### src/rtl/msf_pkg.sv
package msf_pkg;

    localparam int FRAME_BYTES = 15;
    localparam int NUM_DIGITS  = 13;
    localparam int POS_W       = $clog2(FRAME_BYTES);
    localparam int VAL_W       = 7;

    localparam logic [POS_W-1:0] ZONE_POS   = POS_W'(NUM_DIGITS);
    localparam logic [POS_W-1:0] STATUS_POS = POS_W'(FRAME_BYTES - 1);

    // digit slots inside the frame; the order is the wire order
    localparam int D_HT = 0;
    localparam int D_HU = 1;
    localparam int D_MT = 2;
    localparam int D_MU = 3;
    localparam int D_ST = 4;
    localparam int D_SU = 5;
    localparam int D_WD = 6;
    localparam int D_DT = 7;
    localparam int D_DU = 8;
    localparam int D_OT = 9;
    localparam int D_OU = 10;
    localparam int D_YT = 11;
    localparam int D_YU = 12;

    typedef struct packed {
        logic                           active;
        logic [POS_W-1:0]               pos;
        logic                           bad;
        logic [NUM_DIGITS-1:0][3:0]     dig;
        logic [2:0]                     zone;
    } coll_t;

    typedef struct packed {
        logic [4:0] hours;
        logic [5:0] minutes;
        logic [5:0] seconds;
        logic [2:0] weekday;
        logic [4:0] day;
        logic [3:0] month;
        logic [6:0] year;
        logic       summer;
        logic       pending;
        logic       low_batt;
        logic       rs_failed;
        logic       rx_ok;
        logic       t_valid;
        logic       accept;
        logic       reject;
    } res_t;

    function automatic logic [VAL_W-1:0] bcd2bin(input logic [3:0] t, input logic [3:0] u);
        return ({3'b000, t} * 7'd10) + {3'b000, u};
    endfunction

    // every year divisible by four is a leap year
    function automatic logic [4:0] month_days(input logic [3:0] mon, input logic [6:0] yr);
        case (mon)
            4'd2:                      return (yr[1:0] == 2'b00) ? 5'd29 : 5'd28;
            4'd4, 4'd6, 4'd9, 4'd11:   return 5'd30;
            default:                   return 5'd31;
        endcase
    endfunction

endpackage

### src/rtl/msf_byte_check.sv
module msf_byte_check (
    input  logic [7:0] b,
    output logic       parity_ok,
    output logic       frame_bits_ok,
    output logic       digit_ok
);
    // bit 7 makes the count of ones even
    assign parity_ok     = ~^b;
    // digits and status bytes share 0,1,1 in bits 6..4
    assign frame_bits_ok = (b[6:4] == 3'b011);
    assign digit_ok      = frame_bits_ok && (b[3:0] <= 4'd9);
endmodule

### src/rtl/msf_utc_adjust.sv
module msf_utc_adjust
    import msf_pkg::*;
(
    input  logic       summer,
    input  logic [4:0] hour_i,
    input  logic [2:0] wd_i,
    input  logic [4:0] day_i,
    input  logic [3:0] mon_i,
    input  logic [6:0] yr_i,
    output logic [4:0] hour_o,
    output logic [2:0] wd_o,
    output logic [4:0] day_o,
    output logic [3:0] mon_o,
    output logic [6:0] yr_o
);
    always_comb begin
        hour_o = hour_i;
        wd_o   = wd_i;
        day_o  = day_i;
        mon_o  = mon_i;
        yr_o   = yr_i;
        if (summer) begin
            if (hour_i != 5'd0) begin
                hour_o = hour_i - 5'd1;
            end else begin
                hour_o = 5'd23;
                wd_o   = (wd_i == 3'd1) ? 3'd7 : wd_i - 3'd1;
                if (day_i > 5'd1) begin
                    day_o = day_i - 5'd1;
                end else begin
                    if (mon_i == 4'd1) begin
                        mon_o = 4'd12;
                        yr_o  = (yr_i == 7'd0) ? 7'd99 : yr_i - 7'd1;
                    end else begin
                        mon_o = mon_i - 4'd1;
                    end
                    day_o = month_days(mon_o, yr_o);
                end
            end
        end
    end
endmodule

### src/rtl/msf_frame_decoder.sv
module msf_frame_decoder
    import msf_pkg::*;
(
    input  logic       clk,
    input  logic       rst_n,
    input  logic       byte_valid,
    input  logic       frame_start,
    input  logic [7:0] byte_data,
    output logic [4:0] hours,
    output logic [5:0] minutes,
    output logic [5:0] seconds,
    output logic [2:0] weekday,
    output logic [4:0] day,
    output logic [3:0] month,
    output logic [6:0] year,
    output logic       summer_flag,
    output logic       change_pending,
    output logic       low_battery,
    output logic       resync_failed,
    output logic       rx_ok,
    output logic       time_valid,
    output logic       accept,
    output logic       reject
);
    coll_t c_d, c_q;
    res_t  r_d, r_q;

    logic parity_ok, frame_bits_ok, digit_ok;

    msf_byte_check u_bchk (
        .b            (byte_data),
        .parity_ok    (parity_ok),
        .frame_bits_ok(frame_bits_ok),
        .digit_ok     (digit_ok)
    );

    // decoded fields from the stored digits
    logic [VAL_W-1:0] hr_raw, mn_raw, sc_raw, dy_raw, mo_raw, yr_raw;
    logic [3:0]       wd_raw;
    assign hr_raw = bcd2bin(c_q.dig[D_HT], c_q.dig[D_HU]);
    assign mn_raw = bcd2bin(c_q.dig[D_MT], c_q.dig[D_MU]);
    assign sc_raw = bcd2bin(c_q.dig[D_ST], c_q.dig[D_SU]);
    assign dy_raw = bcd2bin(c_q.dig[D_DT], c_q.dig[D_DU]);
    assign mo_raw = bcd2bin(c_q.dig[D_OT], c_q.dig[D_OU]);
    assign yr_raw = bcd2bin(c_q.dig[D_YT], c_q.dig[D_YU]);
    assign wd_raw = c_q.dig[D_WD];

    logic range_ok, zone_ok, is_summer, ny_clash;
    assign range_ok  = (hr_raw <= 7'd23) && (mn_raw <= 7'd59) && (sc_raw <= 7'd60)
                    && (wd_raw >= 4'd1) && (wd_raw <= 4'd7)
                    && (dy_raw >= 7'd1) && (dy_raw <= 7'd31)
                    && (mo_raw >= 7'd1) && (mo_raw <= 7'd12);
    assign is_summer = c_q.zone[1];
    assign zone_ok   = c_q.zone[1] ^ c_q.zone[2];
    assign ny_clash  = is_summer && (hr_raw == 7'd0) && (dy_raw == 7'd1) && (mo_raw == 7'd1);

    logic [4:0] adj_hour, adj_day;
    logic [2:0] adj_wd;
    logic [3:0] adj_mon;
    logic [6:0] adj_yr;

    msf_utc_adjust u_adj (
        .summer(is_summer),
        .hour_i(hr_raw[4:0]),
        .wd_i  (wd_raw[2:0]),
        .day_i (dy_raw[4:0]),
        .mon_i (mo_raw[3:0]),
        .yr_i  (yr_raw),
        .hour_o(adj_hour),
        .wd_o  (adj_wd),
        .day_o (adj_day),
        .mon_o (adj_mon),
        .yr_o  (adj_yr)
    );

    always_comb begin
        logic [POS_W-1:0] pos;
        logic             open_f;
        logic             bad_now;
        logic             bad_all;
        logic             ok;

        c_d = c_q;
        r_d = r_q;
        r_d.accept = 1'b0;
        r_d.reject = 1'b0;

        pos     = frame_start ? '0 : c_q.pos;
        open_f  = frame_start || c_q.active;
        bad_now = !parity_ok || ((pos < ZONE_POS) ? !digit_ok : !frame_bits_ok);
        bad_all = (frame_start ? 1'b0 : c_q.bad) | bad_now;
        ok      = 1'b0;

        if (byte_valid && open_f) begin
            if (pos < ZONE_POS) begin
                c_d.dig[pos] = byte_data[3:0];
            end
            if (pos == ZONE_POS) begin
                c_d.zone = byte_data[2:0];
            end
            c_d.bad = bad_all;
            if (pos == STATUS_POS) begin
                c_d.active = 1'b0;
                c_d.pos    = '0;
                ok = !bad_all && range_ok && zone_ok && !ny_clash
                  && (byte_data[2:0] == 3'b011);
                r_d.accept    = ok;
                r_d.reject    = !ok;
                r_d.summer    = c_q.zone[1];
                r_d.pending   = c_q.zone[0];
                r_d.low_batt  = byte_data[3];
                r_d.rs_failed = byte_data[2];
                r_d.rx_ok     = byte_data[1];
                r_d.t_valid   = byte_data[0];
                if (ok) begin
                    r_d.hours   = adj_hour;
                    r_d.minutes = mn_raw[5:0];
                    r_d.seconds = sc_raw[5:0];
                    r_d.weekday = adj_wd;
                    r_d.day     = adj_day;
                    r_d.month   = adj_mon;
                    r_d.year    = adj_yr;
                end
            end else begin
                c_d.active = 1'b1;
                c_d.pos    = pos + POS_W'(1);
            end
        end
    end

    always_ff @(posedge clk) begin
        if (!rst_n) begin
            c_q <= '0;
            r_q <= '0;
        end else begin
            c_q <= c_d;
            r_q <= r_d;
        end
    end

    assign hours          = r_q.hours;
    assign minutes        = r_q.minutes;
    assign seconds        = r_q.seconds;
    assign weekday        = r_q.weekday;
    assign day            = r_q.day;
    assign month          = r_q.month;
    assign year           = r_q.year;
    assign summer_flag    = r_q.summer;
    assign change_pending = r_q.pending;
    assign low_battery    = r_q.low_batt;
    assign resync_failed  = r_q.rs_failed;
    assign rx_ok          = r_q.rx_ok;
    assign time_valid     = r_q.t_valid;
    assign accept         = r_q.accept;
    assign reject         = r_q.reject;

endmodule

### config.mk
export PLATFORM = sky130hd
export DESIGN_NAME = msf_frame_decoder
export DESIGN_NICKNAME = d
export VERILOG_FILES = /design/src/rtl/msf_pkg.sv /design/src/rtl/msf_byte_check.sv /design/src/rtl/msf_utc_adjust.sv /design/src/rtl/msf_frame_decoder.sv
export SDC_FILE = /design/constraint.sdc
export NUM_CORES = 1
export LEC_CHECK = 0
export BUFFER_PORTS_ARGS = -buffer_cell sky130_fd_sc_hd__buf_4
export CAP_MARGIN = 20
export CORE_MARGIN = 2
export CORE_UTILIZATION = 46
export DETAILED_ROUTE_END_ITERATION = 16
export PLACE_DENSITY = 0.62
export SYNTH_ARGS = -nofsm -noshare
export SYNTH_HDL_FRONTEND = slang
export SYNTH_SLANG_ARGS = --single-unit
### constraint.sdc
create_clock -name clk -period 4 [get_ports clk]
set_clock_uncertainty 0.1 [all_clocks]
set_input_delay 0.4 -clock clk [delete_from_list [all_inputs] [get_ports clk]]
set_output_delay 0.4 -clock clk [all_outputs]
set_load 0.02 [all_outputs]
After elaboration in Yosys (flattened, before gate mapping). Index checks and enable logic that the tools add are counted.

Register bits after elaboration: 105. Output and inout bits: 44. Logic and storage cells: 148. Input port bits: 12.

Mux-type cells: 32. $mul: 6. Equal/unequal tests: 13. Reductions and logical operators: 37. Bitwise gates (word level): 2. Order comparisons: 14. $add $sub $neg: 12.

Operators by type and width (count): 7-bit two-way mux (8); 52-bit bitwise mux (1); 7-bit by 4-bit adder with 7-bit output (6); 4-bit by 3-bit multiplier with 6-bit output, second input constant (6); 4-bit two-way mux (9); 5-bit two-way mux (6); 1-bit logical AND (18); 4-bit demux with 4-bit select (1); 4-bit equality test, second input constant (4); 7-bit by 1-bit equality test with 1-bit output, second input constant (2); 7-bit by 1-bit >= comparator with 1-bit output, second input constant (2); 7-bit by 5-bit less-or-equal comparator with 1-bit output, second input constant (2); 7-bit by 6-bit less-or-equal comparator with 1-bit output, second input constant (2); 7-bit zero test (2); 5-bit case mux with 2 select lines (1); 5-bit by 1-bit subtractor with 5-bit output, second input constant (2); 3-bit two-way mux (3); 4-bit by 3-bit equality test with 1-bit output, second input constant (2); 4-bit by 1-bit >= comparator with 1-bit output, second input constant (2); 8-bit XNOR reduction (1); 7-bit by 4-bit less-or-equal comparator with 1-bit output, second input constant (1); 7-bit by 1-bit subtractor with 7-bit output, second input constant (1); 3-bit by 2-bit equality test with 1-bit output, second input constant (2); 1-bit zero test (6); other kinds (20) (26).

Longest topological paths before layout.
Depth after elaboration: 16. Depth in mapped cells: 13. Gate-level depth less buffers: 11.

Hierarchy. Synthesis repeated with hierarchy kept, for this count alone.

Cell total of the unflattened synthesis: 770. Area total of the unflattened synthesis: 6444.9 um^2.

Modules (own cells, without submodules): msf_frame_decoder (cells each 631, area each 5505.3 um^2, sequential area each 2102.0 um^2, instances 1); msf_utc_adjust (cells each 122, area each 802.0 um^2, sequential area each 0.0 um^2, instances 1); msf_byte_check (cells each 17, area each 137.6 um^2, sequential area each 0.0 um^2, instances 1).

Worst setup path after synthesis. OpenSTA, ideal clock, no wires.

Path type: reg-to-reg. Start point: register c_q[20] in the netlist's numbering. End point: register r_q (netlist bit month[1]). Period minus slack after synthesis: 3.049 ns. Setup time: 0.134 ns. Required time: 3.766 ns. Arrival: 2.816 ns. Stages on the path, launching flop included: 13. Path slack: 0.951 ns. Buffers on the path: 1. Cell sequence: dfxtp_1 -> ha_1 -> ha_1 -> inv_1 -> fa_1 -> and3_1 -> o211ai_1 -> a32oi_1 -> a21oi_1 -> nor3b_1 -> and3_1 -> buf_2 -> a311oi_1.

Cells in the longest elaborated chain, start to end: 15.

Ends and longest elaborated chain: start, declared (line msf_frame_decoder.sv:25) `coll_t c_d, c_q;`; start signal, assigned (line msf_frame_decoder.sv:133) `c_q <= '0;`; start signal, assigned (line msf_frame_decoder.sv:136) `c_q <= c_d;`; 4-bit by 3-bit multiplier with 6-bit output (line msf_pkg.sv:53) `return ({3'b000, t} * 7'd10) + {3'b000, u};`; 7-bit by 4-bit adder with 7-bit output (line msf_pkg.sv:53); 7-bit by 6-bit less-or-equal comparator with 1-bit output (line msf_frame_decoder.sv:49) `assign range_ok = (hr_raw <= 7'd23) && (mn_raw <= 7'd59) && (sc_raw <= 7'd60)`; 1-bit logical AND (line msf_frame_decoder.sv:49); 1-bit logical AND (2 in series) (line msf_frame_decoder.sv:50) `&& (wd_raw >= 4'd1) && (wd_raw <= 4'd7)`; 1-bit logical AND (2 in series) (line msf_frame_decoder.sv:51) `&& (dy_raw >= 7'd1) && (dy_raw <= 7'd31)`; 1-bit logical AND (2 in series) (line msf_frame_decoder.sv:52) `&& (mo_raw >= 7'd1) && (mo_raw <= 7'd12);`; 1-bit logical AND (3 in series) (line msf_frame_decoder.sv:105) `ok = !bad_all && range_ok && zone_ok && !ny_clash`; 1-bit logical AND (line msf_frame_decoder.sv:106) `&& (byte_data[2:0] == 3'b011);`; 3-bit AND reduction (no source line); end signal, assigned (line msf_frame_decoder.sv:137) `r_q <= r_d;`; end, declared (line msf_frame_decoder.sv:26) `res_t r_d, r_q;`.

No other way between the ends. A chain may end at the register's enable or synchronous reset.

Final worst setup path.
Start point: register c_q[12] in the netlist's numbering. End point: register r_q (netlist bit day[4]).

Cells in the longest elaborated chain, start to end: 16.

Ends and longest elaborated chain (line): 4-bit by 3-bit multiplier with 6-bit output (msf_pkg.sv:53); 7-bit by 4-bit adder with 7-bit output (msf_pkg.sv:53); 7-bit by 6-bit less-or-equal comparator with 1-bit output (msf_frame_decoder.sv:49); 1-bit logical AND (2 in series) (msf_frame_decoder.sv:49); 1-bit logical AND (2 in series) (msf_frame_decoder.sv:50); 1-bit logical AND (2 in series) (msf_frame_decoder.sv:51); 1-bit logical AND (2 in series) (msf_frame_decoder.sv:52); 1-bit logical AND (3 in series) (msf_frame_decoder.sv:105); 1-bit logical AND (msf_frame_decoder.sv:106); 3-bit AND reduction (no source line).

No other way between the ends.

==> load_flow_metrics.sql <==
INSERT INTO impl_metrics (metric_group, metric, value, unit) VALUES
('worst_setup_path', 'timing.critical_path.required', '4110', 'ps'),
('route', 'drcViolationCount', '0', ''),
('die', 'placement_rows', '43', ''),
('route', 'wire_length_on_met3', '807', 'µm'),
('status', 'result_of_the_run', 'completed', ''),
('logic_synthesis', 'synthCells', '770', ''),
('cts', 'worst_setup_hold_path_clk_slew', '80', 'ps'),
('route', 'vias_per_cell', '5.625', ''),
('route', 'vias', '5586', ''),
('route', 'antenna_violating_nets_post_route', '0', ''),
('die', 'die_height', '122.1', 'µm'),
('grt', 'track_usage', '23.30', '%'),
('cts', 'cts_max_path_buffers', '2', ''),
('placed_design', 'place_hpwl', '12800', 'µm'),
('cts', 'clock_sinks', '105', ''),
('layout', 'synthToLayoutAreaGrowth', '13.10', '%'),
('cts', 'cts.root.buffer_cell', 'sky130_fd_sc_hd__clkbuf_16', ''),
('route', 'm1WireLength', '8244', 'µm'),
('sta', 'post-route-worst-setup-slack', '552.9', 'ps'),
('sta', 'worst_pin_slew', '912.9', 'ps'),
('cts', 'cts_max_level', '3', ''),
('worst_setup_path', 'rr_worst_depth', '12', ''),
('die', 'design.die.area', '14900', 'µm²'),
('sta', 'worst_slew_margin_rel', '39.01', '%'),
('layout', 'finish.cell_count_without_fillers', '993', ''),
('worst_setup_path', 'path_delay_family', 'simple AND/OR/NAND/NOR gates', ''),
('worst_setup_path', 'path_buf_inv', '2', ''),
('placed_design', 'io_buffer_count', '55', ''),
('grt', 'wire_length_of_the_first_global_routing_pass', '26860', 'µm'),
('worst_setup_path', 'worst-path-stages', '12', ''),
('sta', 'grt_setup_unrepaired', 'false', ''),
('cts', 'clk_latency', '360', 'ps'),
('logic_synthesis', 'synth_area_per_inst', '8.326', 'µm²'),
('layout', 'final_util', '52.85', '%'),
('layout', 'fin_nets', '888', ''),
('grt', 'first_global_vias', '5234', ''),
('grt', 'overflow', '0', ''),
('sta', 'tns', '0', 'ps'),
('run', 'timing.max_cap.violations', '0', ''),
('logic_synthesis', 'synthesis.nets', '850', ''),
('logic_synthesis', 'postSynthRegisterBits', '105', ''),
('die', 'start_util', '46.73', '%'),
('min_path', 'timing.hold.worst_path_depth', '3', ''),
('sta', 'max_clk_rate', '290.1', 'MHz'),
('die', 'io-pin-count', '56', ''),
('logic_synthesis', 'post_synth_num_cell_types', '67', ''),
('logic_synthesis', 'yosys.area.top_type_share', '32.79', '%'),
('logic_synthesis', 'synth_area_leaders', 'sky130_fd_sc_hd__dfxtp_1 (33%), sky130_fd_sc_hd__ha_1 (11%), sky130_fd_sc_hd__a21oi_1 (6.8%)', ''),
('route', 'top_layer', 'met4', ''),
('worst_setup_path', 'timing.critical_path.slowest_stage_cell', 'sky130_fd_sc_hd__or3_1', ''),
('cts', 'cts-hold-fix-buffers', '0', ''),
('worst_setup_path', 'setup.worst_path.end_class', 'flop', ''),
('sta', 'timing_hold_violations_final', '0', ''),
('route', 'firstDrtPassIters', '5', ''),
('cts', 'postCtsResizedCells', '0', ''),
('logic_synthesis', 'synth_edf_count', '0', ''),
('placed_design', 'dp.cells', '977', ''),
('route', 'drt-wirelength-per-cell', '16.82', 'µm'),
('route', 'detailedRoute.firstIterationViolations', '482', ''),
('logic_synthesis', 'synth-async-reset-ratio', '0', '%'),
('cts', 'post-cts-setup-buffers', '0', ''),
('sta', 'final_max_slew_viol_count', '0', ''),
('die', 'design.core.area', '13720', 'µm²'),
('worst_setup_path', 'critical_path.max_fanout', '15', ''),
('sta', 'period_minus_slack', '3447', 'ps'),
('min_path', 'hold_class', 'in2reg', ''),
('power', 'total_leakage_power', '2.983', 'nW'),
('logic_synthesis', 'synth.largest_area_cell', 'sky130_fd_sc_hd__dfxtp_1', ''),
('cts', 'cts_tree', 'done', ''),
('worst_setup_path', 'worst_path_cell_chain', 'ha_1, ha_1, inv_1, fa_1, nand2b_1, a21oi_1, xnor2_1, nand4_1, or3_1, buf_4, o21ai_0, a21oi_1', ''),
('layout', 'fraction_of_layout_cells_with_a_size_suffix_above_1', '11.93', '%');
## logic make-up after synthesis
group,count (synthesis),synth area share (%)
compound gates,184,17.02
mux,34,5.308
simple gates,270,20.36
fa+ha+maj,69,14.85
buf+inv,72,4.762
flops,105,32.79
xor+xnor,36,4.918
## cells in the final DEF, fill, tap and decap left out, types with 5 or more instances in the layout
cell type,synthesis,routed
sky130_fd_sc_hd__a211oi_1,8,8
sky130_fd_sc_hd__a21o_1,5,5
sky130_fd_sc_hd__a21oi_1,87,87
sky130_fd_sc_hd__a31oi_1,6,6
sky130_fd_sc_hd__and3_1,5,5
sky130_fd_sc_hd__buf_4,1,67
sky130_fd_sc_hd__clkbuf_16,0,9
sky130_fd_sc_hd__dfxtp_1,105,105
sky130_fd_sc_hd__fa_1,12,12
sky130_fd_sc_hd__ha_1,56,56
sky130_fd_sc_hd__inv_1,28,27
sky130_fd_sc_hd__inv_2,4,5
sky130_fd_sc_hd__mux2i_1,34,34
sky130_fd_sc_hd__nand2_1,43,43
sky130_fd_sc_hd__nand2b_1,6,6
sky130_fd_sc_hd__nand3_1,34,34
sky130_fd_sc_hd__nand4_1,5,5
sky130_fd_sc_hd__nand4b_1,6,6
sky130_fd_sc_hd__nor2_1,109,109
sky130_fd_sc_hd__nor2b_1,9,9
sky130_fd_sc_hd__nor3_1,16,16
sky130_fd_sc_hd__nor3b_1,7,7
sky130_fd_sc_hd__o21ai_0,28,27
sky130_fd_sc_hd__o21ai_1,9,10
sky130_fd_sc_hd__or3_1,8,8
sky130_fd_sc_hd__xnor2_1,22,22
sky130_fd_sc_hd__xor2_1,14,14
## synth_stat cells (all sizes together) (2+ instances only)
| cell type | n |
|---|---|
| fa | 12 |
| clkbuf | 29 |
| a21boi | 5 |
| a211oi | 8 |
| o311ai | 2 |
| dfxtp | 105 |
| o221ai | 2 |
| mux2i | 34 |
| inv | 32 |
| o31ai | 4 |
| or3 | 8 |
| o21ba | 2 |
| nand3 | 34 |
| nor3 | 17 |
| and3 | 5 |
| nand2 | 44 |
| a21oi | 87 |
| a311oi | 4 |
| ha | 56 |
| xnor2 | 22 |
| nand4b | 6 |
| o22ai | 3 |
| o211ai | 4 |
| a31oi | 6 |
| o2111ai | 2 |
| nand2b | 6 |
| nand4 | 5 |
| nand3b | 2 |
| and2 | 3 |
| xor2 | 14 |
| nor4 | 4 |
| nor2b | 9 |
| o21ai | 37 |
| a2bb2oi | 2 |
| o21a | 2 |
| nor2 | 111 |
| a21o | 5 |
| buf | 11 |
| nor3b | 8 |
## power by group
part           leakage (nW)  switching [W]  internal (W)  total (W)
Combinational          2.00      0.0000805     0.0000401   0.000121
Sequential            0.847     0.00000758       0.00105    0.00106
Clock                 0.138       0.000408      0.000459   0.000867
Total                  2.98       0.000496       0.00155    0.00205
## stage by stage
stage	hold WS (ps)	instance area, µm²
floorplan	340.0	6411
global placement	350.0	6960
detailed placement	352.2	6960
CTS	262.9	7251
global route	265.8	7251
finish	266.4	7251
## state kept, by name, indices dropped and copies added, names as in the netlist, 3 cells and up
signal   flops
seconds      6
minutes      6
day          5
month        4
wd_raw       4
hours        5
c_q         57
year         7
weekday      3
## tightest hold or removal path: cells and delay by family
kind          cells  cell delay (ps)
buf+inv           1              150
simple gates      1               70
mux               1               50
## area by class of cell
| cell class | instances | area (µm²) |
|---|---|---|
| Clock buffer | 11 | 252.7 |
| Sequential cell | 105 | 2102 |
| Multi-Input combinational cell | 593 | 4010 |
| Clock inverter | 5 | 37.54 |
| Inverter | 32 | 120.1 |
| Fill cell | 1313 | 6469 |
| Timing Repair Buffer | 67 | 503.0 |
| Tap cell | 180 | 225.2 |
## per-layer routing
layer	up-vias	track usage, %
met5	-	0
met2	147	37.15
met3	21	3.137
li1	2788	-
met4	0	6.825
met1	2630	32.91
## final timing paths
kind           start  endpoint  slack [ps]
min reg2reg  year[0]   year[0]         370
max          c_q[12]    day[4]         550
min            rst_n   year[0]         270
max reg2reg  c_q[12]    day[4]         550
Power figures use the tool's default switching activity.
